[config.mk]
export PLATFORM = sky130hd
export DESIGN_NAME = pkt_traffic_engine
export DESIGN_NICKNAME = d
export VERILOG_FILES = /design/src/rtl/pkt_traffic_engine.sv
export SDC_FILE = /design/constraint.sdc
export NUM_CORES = 1
export LEC_CHECK = 0
export BUFFER_PORTS_ARGS = -buffer_cell sky130_fd_sc_hd__buf_2
export CAP_MARGIN = 20
export CORE_UTILIZATION = 45
export DETAILED_ROUTE_END_ITERATION = 6
export PLACE_DENSITY = 0.64
export SYNTH_ARGS = -nofsm -noshare
export SYNTH_HDL_FRONTEND = slang
export SYNTH_SLANG_ARGS = --single-unit
export TNS_END_PERCENT = 10
[constraint.sdc]
create_clock -name clk -period 4.9 [get_ports clk]
set_clock_uncertainty 0.05 [all_clocks]
set_input_delay 0.49 -clock clk [delete_from_list [all_inputs] [get_ports clk]]
set_output_delay 0.49 -clock clk [all_outputs]
set_load 0.1 [all_outputs]
[src/rtl/pkt_traffic_engine.sv]
module pkt_traffic_engine #(
  parameter int DATA_W     = 64,
  parameter int CHAN_W     = 4,
  parameter int CNT_W      = 32,
  parameter int BATCH_PKTS = 100
) (
  input  logic              clk,
  input  logic              rst_n,
  input  logic              reg_wr,
  input  logic [3:0]        reg_addr,
  input  logic [31:0]       reg_wdata,
  output logic [31:0]       reg_rdata,
  output logic              tx_valid,
  input  logic              tx_ready,
  output logic [DATA_W-1:0] tx_data,
  output logic              tx_sop,
  output logic              tx_eop,
  output logic [CHAN_W-1:0] tx_chan,
  input  logic              rx_valid,
  input  logic [DATA_W-1:0] rx_data,
  input  logic              rx_sop,
  input  logic              rx_eop,
  input  logic [CHAN_W-1:0] rx_chan
);
  localparam int BPW       = DATA_W / 8;
  localparam int REP       = DATA_W / 32;
  localparam int MAX_WORDS = 512 / BPW;
  localparam int IDX_W     = $clog2(MAX_WORDS) + 1;
  localparam int BATCH_W   = $clog2(BATCH_PKTS + 1);
  localparam logic [15:0] PAY_MASK = 16'hC3A5;

  function automatic logic [DATA_W-1:0] head_word(input logic [31:0] s);
    return {REP{s}};
  endfunction

  function automatic logic [DATA_W-1:0] body_word(input logic [31:0] s, input logic [15:0] i);
    return {REP{s[15:0] ^ PAY_MASK, i}};
  endfunction

  // register decode
  wire wr_run  = reg_wr && reg_addr == 4'd0;
  wire wr_mode = reg_wr && reg_addr == 4'd1;
  wire wr_size = reg_wr && reg_addr == 4'd2;
  wire wr_cmd  = reg_wr && reg_addr == 4'd3;
  wire clr_err = wr_cmd && reg_wdata[0];
  wire clr_eq  = wr_cmd && reg_wdata[1];
  wire size_ok = reg_wdata == 32'd128 || reg_wdata == 32'd256 || reg_wdata == 32'd512;

  logic              run_en, run_d, cont_mode;
  logic [9:0]        size_bytes;
  logic [BATCH_W-1:0] batch, batch_d;

  // generator state
  logic              g_act;
  logic [IDX_W-1:0]  g_idx, g_len;
  logic [31:0]       g_seq;

  wire [IDX_W-1:0] cfg_words = IDX_W'(size_bytes / 10'(BPW));
  wire tx_fire = tx_valid && tx_ready;

  assign tx_valid = g_act;
  assign tx_sop   = g_act && g_idx == '0;
  assign tx_eop   = g_act && g_idx == g_len - 1'b1;
  assign tx_chan  = g_seq[CHAN_W-1:0];
  assign tx_data  = (g_idx == '0) ? head_word(g_seq) : body_word(g_seq, 16'(g_idx));

  always_comb begin
    run_d   = run_en;
    batch_d = batch;
    if (tx_fire && tx_eop) begin
      if (batch < BATCH_W'(BATCH_PKTS)) batch_d = batch + 1'b1;
      if (!cont_mode && batch >= BATCH_W'(BATCH_PKTS - 1)) run_d = 1'b0;
    end
    if (wr_run) begin
      run_d = reg_wdata[0];
      if (reg_wdata[0] && !run_en) batch_d = '0;
    end
  end

  always_ff @(posedge clk) begin
    if (!rst_n) begin
      run_en     <= 1'b0;
      cont_mode  <= 1'b0;
      size_bytes <= 10'd128;
      batch      <= '0;
    end else begin
      run_en <= run_d;
      batch  <= batch_d;
      if (wr_mode) cont_mode <= reg_wdata[0];
      if (wr_size && size_ok) size_bytes <= reg_wdata[9:0];
    end
  end

  always_ff @(posedge clk) begin
    if (!rst_n) begin
      g_act <= 1'b0;
      g_idx <= '0;
      g_len <= '0;
      g_seq <= '0;
    end else if (!g_act) begin
      if (run_en) begin
        g_act <= 1'b1;
        g_idx <= '0;
        g_len <= cfg_words;
      end
    end else if (tx_fire) begin
      if (tx_eop) begin
        g_seq <= g_seq + 1'b1;
        g_idx <= '0;
        g_len <= cfg_words;
        g_act <= run_d;
      end else begin
        g_idx <= g_idx + 1'b1;
      end
    end
  end

  // checker
  logic        c_in;
  logic [31:0] c_exp, c_cur;
  logic [15:0] c_idx;
  wire  [31:0] rx_seq = rx_data[31:0];

  wire e_sop  = rx_valid && rx_sop && rx_data != head_word(c_exp);
  wire e_chan = rx_valid && (rx_sop ? rx_chan != rx_seq[CHAN_W-1:0]
                                    : c_in && rx_chan != c_cur[CHAN_W-1:0]);
  wire e_pay  = rx_valid && !rx_sop && c_in && rx_data != body_word(c_cur, c_idx);
  wire e_frm  = rx_valid && (rx_sop ? c_in : !c_in);
  wire [3:0] e_new = {e_frm, e_pay, e_chan, e_sop};

  always_ff @(posedge clk) begin
    if (!rst_n) begin
      c_in  <= 1'b0;
      c_exp <= '0;
      c_cur <= '0;
      c_idx <= '0;
    end else if (rx_valid) begin
      if (rx_sop) begin
        c_in  <= !rx_eop;
        c_cur <= rx_seq;
        c_exp <= rx_seq + 1'b1;
        c_idx <= 16'd1;
      end else if (c_in) begin
        c_idx <= c_idx + 1'b1;
        if (rx_eop) c_in <= 1'b0;
      end
    end
  end

  logic [3:0]       err_flags;
  logic [CNT_W-1:0] err_cnt;
  logic [CNT_W-1:0] tx_sop_cnt, tx_eop_cnt, rx_sop_cnt, rx_eop_cnt;
  logic             eq_arm, cnt_eq;

  always_ff @(posedge clk) begin
    if (!rst_n) begin
      err_flags <= '0;
      err_cnt   <= '0;
    end else begin
      err_flags <= (clr_err ? 4'd0 : err_flags) | e_new;
      err_cnt   <= (clr_err ? '0 : err_cnt) + CNT_W'(|e_new);
    end
  end

  always_ff @(posedge clk) begin
    if (!rst_n) begin
      tx_sop_cnt <= '0;
      tx_eop_cnt <= '0;
      rx_sop_cnt <= '0;
      rx_eop_cnt <= '0;
    end else begin
      if (tx_fire && tx_sop)   tx_sop_cnt <= tx_sop_cnt + 1'b1;
      if (tx_fire && tx_eop)   tx_eop_cnt <= tx_eop_cnt + 1'b1;
      if (rx_valid && rx_sop)  rx_sop_cnt <= rx_sop_cnt + 1'b1;
      if (rx_valid && rx_eop)  rx_eop_cnt <= rx_eop_cnt + 1'b1;
    end
  end

  wire quiet = !run_en && !g_act && !c_in;
  wire match = tx_sop_cnt == rx_sop_cnt && tx_eop_cnt == rx_eop_cnt;

  always_ff @(posedge clk) begin
    if (!rst_n || clr_eq) begin
      eq_arm <= 1'b0;
      cnt_eq <= 1'b0;
    end else if (tx_fire && tx_sop) begin
      eq_arm <= 1'b1;
      cnt_eq <= 1'b0;
    end else if (eq_arm && quiet && match) begin
      eq_arm <= 1'b0;
      cnt_eq <= 1'b1;
    end
  end

  always_comb begin
    case (reg_addr)
      4'd0:    reg_rdata = {31'd0, run_en};
      4'd1:    reg_rdata = {31'd0, cont_mode};
      4'd2:    reg_rdata = {22'd0, size_bytes};
      4'd4:    reg_rdata = 32'(tx_sop_cnt);
      4'd5:    reg_rdata = 32'(tx_eop_cnt);
      4'd6:    reg_rdata = 32'(rx_sop_cnt);
      4'd7:    reg_rdata = 32'(rx_eop_cnt);
      4'd8:    reg_rdata = {28'd0, err_flags};
      4'd9:    reg_rdata = 32'(err_cnt);
      4'd10:   reg_rdata = {30'd0, g_act, cnt_eq};
      default: reg_rdata = 32'd0;
    endcase
  end

  p_start_r2: assert property (@(posedge clk) disable iff (!rst_n)
    (wr_run && reg_wdata[0] && !tx_valid) |=> ##1 tx_valid);

  p_size_legal_r3: assert property (@(posedge clk) disable iff (!rst_n)
    size_bytes == 10'd128 || size_bytes == 10'd256 || size_bytes == 10'd512);

  p_batch_bound_r4: assert property (@(posedge clk) disable iff (!rst_n)
    batch <= BATCH_W'(BATCH_PKTS));

  p_tx_hold_r7: assert property (@(posedge clk) disable iff (!rst_n)
    (tx_valid && !tx_ready) |=> tx_valid && $stable(tx_data) && $stable(tx_sop)
                                && $stable(tx_eop) && $stable(tx_chan));

  p_tx_balance_r8: assert property (@(posedge clk) disable iff (!rst_n)
    tx_sop_cnt == tx_eop_cnt || tx_sop_cnt == tx_eop_cnt + 1'b1);

  p_clear_r11: assert property (@(posedge clk) disable iff (!rst_n)
    (clr_err && !rx_valid) |=> err_flags == 4'd0 && err_cnt == '0);

  p_eq_match_r12: assert property (@(posedge clk) disable iff (!rst_n)
    $rose(cnt_eq) |-> tx_sop_cnt == rx_sop_cnt && tx_eop_cnt == rx_eop_cnt);
endmodule

======== After elaboration in Yosys (flattened, before gate mapping) ========
Cells that the tools add are included.
operators by class
  add/subtract/negate cells ............... 11
  multipliers ............................. 0
  divide/modulo/power cells ............... 0
  magnitude comparators ................... 2
  eq/ne operators ......................... 22
  shift operators ......................... 0
  mux-type cells .......................... 32
  bitwise gates (word level) .............. 3
  reduce and logical (&&, ||, !) cells .... 50
operators by type and width
  operator                                                           count
  32-bit one-hot mux with 10 select lines                            1
  32-bit by 1-bit adder with 32-bit output, second input constant    6
  64-bit != test                                                     2
  7-bit two-way mux                                                  12
  32-bit == test                                                     2
  64-bit two-way mux                                                 1
  32-bit by 1-bit adder with 32-bit output                           1
  32-bit by 10-bit == test with 1-bit output, second input constant  1
  32-bit by 8-bit == test with 1-bit output, second input constant   1
  32-bit by 9-bit == test with 1-bit output, second input constant   1
  16-bit two-way mux                                                 2
  32-bit two-way mux                                                 1
  1-bit logical AND                                                  28
  16-bit by 1-bit adder with 16-bit output, second input constant    1
  4-bit by 3-bit == test with 1-bit output, second input constant    4
  8-bit inverter                                                     2
  7-bit by 1-bit adder with 7-bit output, second input constant      2
  1-bit two-way mux                                                  14
  4-bit == test, second input constant                               3
  4-bit by 2-bit == test with 1-bit output, second input constant    2
  4-bit != test                                                      2
  7-bit == test                                                      1
  7-bit >= comparator, second input constant                         1
  1-bit zero test                                                    7
  other kinds (15)                                                   22
word-level totals
  register bits ........................... 297
  bits in latches ......................... 0
  bits in writable memories ............... 0
  memory bits (read-only) ................. 0
  input bits .............................. 111
  logic and storage cells ................. 140
  memories ................................ 0

======== Longest topological paths before layout ========
  depth in word-level cells ............... 9
  mapped depth ............................ 15
  gate-level depth less buffers ........... 13

======== Worst setup path after synthesis ========
Ideal clock, no wire load.
  kind .................................... reg-to-output
  start point ............................. register g_idx[0]
  end point ............................... output tx_data[33]
  data arrival time ....................... 3.846 ns
  path slack .............................. 0.514 ns
  cell stages (with the launch flop) ...... 8
  path through ............................ dfxtp_1 -> inv_1 -> ha_1 -> nand2b_1 -> nor2_1 -> clkbuf_1 -> o21ai_0 -> buf_4
between the ends
  longest elaborated chain between the ends .. 2
ends and longest elaborated chain
  element                   RTL line  source
  start: declaration        55        logic [IDX_W-1:0] g_idx, g_len;
  start signal: assignment  113       g_idx <= g_idx + 1'b1;
  7-bit zero test           65        assign tx_data = (g_idx == '0) ? head_word(g_seq) : body_word(g_seq, 16'(g_idx));
  64-bit two-way mux        65
  end: declaration          15        output logic [DATA_W-1:0] tx_data,
Every way passes these cells.

======== Worst setup path after layout ========
  start point ............................. register g_len[0]
  end point ............................... output tx_eop
between the ends
  longest elaborated chain between the ends .. 3
ends and longest elaborated chain
  element                                      RTL line  source
  start: declaration                           55
  start signal: assignment                     104       g_len <= cfg_words;
  start signal: assignment                     110       g_len <= cfg_words;
  7-bit by 1-bit subtractor with 7-bit output  63        assign tx_eop = g_act && g_idx == g_len - 1'b1;
  7-bit == test                                63
  1-bit logical AND                            63
  end: declaration                             17        output logic tx_eop,
Every way passes these cells.

==> reports/qor.log <==
qor: drt.ant_nets 0
qor: place.dpl.hpwl 40.70 mm
qor: timing.fin_crit_sh 74.99%
qor: cts.clock_insertion_delay_worst_skew 0.56 ns
qor: floorplanning.ios 214
qor: hold_path.min_delay_worst_type in2reg
qor: drt.drcViolationCount 0
qor: finish.layout-drive-gt1-share 13.83%
qor: grt.number_of_antenna_violations_at_the_first_check_in_global_routing 0
qor: drt.drt-wirelength-per-cell 19.48 µm
qor: setup_path.setup.worst_path.start_class flop
qor: hold_path.worst_hold_path.num_cells 3
qor: drt.first_pass_iters 6
qor: timing.timing.setup.tns 0 ns
qor: setup_path.critPathCaptureType primary output
qor: timing.max_slew_margin 22.30%
qor: grt.first_pass_grt_wire_length 85.01 mm
qor: timing.worstMarginPinSlew 1.164 ns
qor: floorplanning.die_h 198.7 µm
qor: cts.cts_tree yes
qor: cts.numClockSinks 297
qor: cts.post_cts_repair_timing_setup_buffer_count 0
qor: cts.cts_hold_repair.buffers 0
qor: setup_path.worst-endpoint-required 4.36 ns
qor: drt.vias 16600
qor: power_and_ir_drop.power.leakage 7.318 nW
qor: power_and_ir_drop.cell_pwr_density 284.2 nW/µm²
qor: floorplanning.core_area 37840 µm²
qor: finish.final_core_utilization 51.85%
qor: timing.final_max_slew_viol_count 0
qor: cts.htree_levels 2
qor: status.result_of_the_run finished, final reports clean
qor: timing.setup_repair_after_global_routing_missed_its_margin no
qor: cts.clock-root-buffer clkbuf_16
qor: setup_path.crit_fanout 9
qor: timing.finalWorstPathRequiredPeriod 3.675 ns
qor: yosys.ys_warn_count 0
qor: yosys.mappedNetlistNets 2338
qor: setup_path.timing.setup.critical_path_class reg2out
qor: yosys.post_synth_num_cell_types 74
qor: power_and_ir_drop.peakVddDrop 210.0 µV
qor: grt.maximum_number_of_pins_on_one_net_before_global_route_repair 105
qor: yosys.synth_edf_count 0
qor: place.globalplace.congestion 0.9646
qor: floorplanning.num_rows 71
qor: yosys.synth-async-reset-ratio 0%
qor: cts.num_cts_buffers 36
qor: finish.n_antenna_cell 0
qor: grt.vias_in_the_first_global_route 15180
qor: timing.timing.final.setup_violations 0
qor: grt.grt_usage 27.68%
qor: drt.drt_first_iter_violations 1433
qor: floorplanning.dieArea 39470 µm²
qor: floorplanning.start_util 45.99%
qor: grt.grt_overflow_total 0
qor: yosys.area_of_the_mapped_netlist 17400 µm²
qor: drt.route.final.wire_length 55.34 mm
qor: finish.areaGrowthSynthToFinish 12.74%
qor: setup_path.ff2ff_path_depth 14
qor: cts.clk_pin_slew 0.06 ns
qor: cts.cts-root-to-sink-buffers 3
qor: timing.max_freq 272.1 MHz
qor: setup_path.critPathArrivalTime 3.13 ns
qor: cts.cts.repair.resized 0
qor: yosys.syn_area_per_cell 7.865 µm²
qor: yosys.synthCells 2213
qor: place.portBuffers 213
qor: yosys.synth_top_flop_cell dfxtp_1
qor: timing.finalHoldViolations 0
qor: run.drv.max_cap_violation_count 0
qor: drt.drt-vias-per-instance 5.845
qor: floorplanning.die_w 198.7 µm
qor: yosys.ys_seq_area_share 34.16%
qor: finish.final_nets 2428
qor: yosys.postSynthRegisterBits 297
state kept, by name, indices dropped and copies added (netlist names), 4 cells and up:
register,count
c_exp,32
err_cnt,32
g_seq,32
rx_eop_cnt,32
rx_sop_cnt,32
tx_eop_cnt,32
tx_sop_cnt,32
c_cur,16
c_idx,16
size_bytes,10
batch,7
g_idx,7
g_len,7
err_flags,4
logic make-up after synthesis:
| group | after synthesis | synth area share, % |
|---|---|---|
| AOI/OAI and AO/OA | 394 | 14.21 |
| adders and majority gates | 14 | 1.006 |
| and+or+nand+nor | 970 | 28.63 |
| xor gates and xnor gates | 310 | 15.72 |
| buffers and inverters | 215 | 5.528 |
| muxes | 13 | 0.7476 |
| DFF | 297 | 34.16 |
synthesized netlist by cell type (23+ instances only):
cell type / n / area share [%]
nor2_1: 198 / 4.3
or4_1: 31 / 1.3
nand2_1: 225 / 4.9
and4_1: 23 / 1.2
o21ai_0: 91 / 2.6
dfxtp_1: 297 / 34
inv_1: 38 / 0.82
nor4_1: 29 / 1.0
nand4_1: 77 / 2.8
clkbuf_1: 131 / 2.8
o31ai_1: 23 / 0.99
nand3_1: 135 / 3.9
a22oi_1: 68 / 2.9
xor2_1: 139 / 7.0
and2_1: 24 / 0.86
nor3_1: 46 / 1.3
a21oi_1: 135 / 3.9
and3_1: 62 / 2.2
buf_4: 36 / 1.6
xnor2_1: 169 / 8.5
or3_1: 63 / 2.3
cells in the final DEF (no fill, tap or decap), drive strengths merged, types with 4 or more instances in the layout:
cell	n
ha	14
xor2	140
o2111ai	10
dfxtp	297
inv	40
a22oi	68
or2	10
nor4	30
a21oi	135
nor2	198
or4	33
nand2	225
nand2b	14
and4	23
nand3	136
xnor2	169
and2	25
or3	64
nor3b	6
nor3	50
a211oi	14
nor4b	4
clkinv	13
o21ai	92
clkbuf	48
buf	228
nand4	78
o22ai	9
mux2i	13
and3	62
a222oi	5
o211ai	6
nor2b	9
a21o	4
o31ai	23
report_power, final:
group	total (W)	switching, W	internal [W]	leakage, nW
clock network	0.00271	0.00110	0.00161	0.604
registers	0.00249	0.0000422	0.00245	2.40
logic	0.000380	0.000249	0.000130	4.31
total	0.00558	0.00139	0.00419	7.32
worst max-delay path, stage by stage (launching register included):
cell      delay [ns]
dfxtp_1         0.48
inv_1           0.10
ha_1            0.29
nor4b_1         0.34
mux2i_1         0.16
o211ai_2        0.51
o211ai_2        0.17
nor2_1          0.11
buf_2           0.43
layout make-up:
type                            instances  area [µm²]
Sequential cell                       297        5946
Multi-Input combinational cell       1701       10510
Clock inverter                         17       146.4
Inverter                               38       147.6
Tap cell                              511       639.4
Timing Repair Buffer                  229        1189
Fill cell                            3678       18220
Clock buffer                           47        1044
through the flow:
step | std cells | cell area [µm²] | total power [W] | hold WS, ns | setup WS [ns]
2_1_floorplan | 2213 | 17400 | 0.002767 | 0.3812 | 0.5139
3_3_place_gp | 2772 | 18400 | 0.002912 | 0.3950 | 1.243
3_5_place_dp | 2773 | 18400 | 0.002917 | 0.4054 | 1.163
4_1_cts | 2837 | 19590 | 0.005618 | 0.1462 | 1.232
5_1_grt | 2840 | 19620 | 0.005750 | 0.1669 | 0.9883
6_report | 2840 | 19620 | 0.005576 | 0.1616 | 1.225
worst paths after layout:
check / slack (ns) / to / startpoint
worst max-delay path: 1.23 / tx_eop / g_len[0]
worst min register to register: 0.41 / eq_arm / eq_arm
worst max register to register: 1.33 / err_cnt[24] / c_idx[8]
worst min-delay path: 0.16 / size_bytes[7] / reg_wdata[7]
layer usage:
layer	routed length [µm]	global-route usage, %	vias up
li1	-	-	7995
met1	24920	37.87	7927
met2	24840	43.34	573
met3	3689	4.680	106
met4	1886	10.57	0
met5	0	0	-
Power figures use the tool's default switching activity.
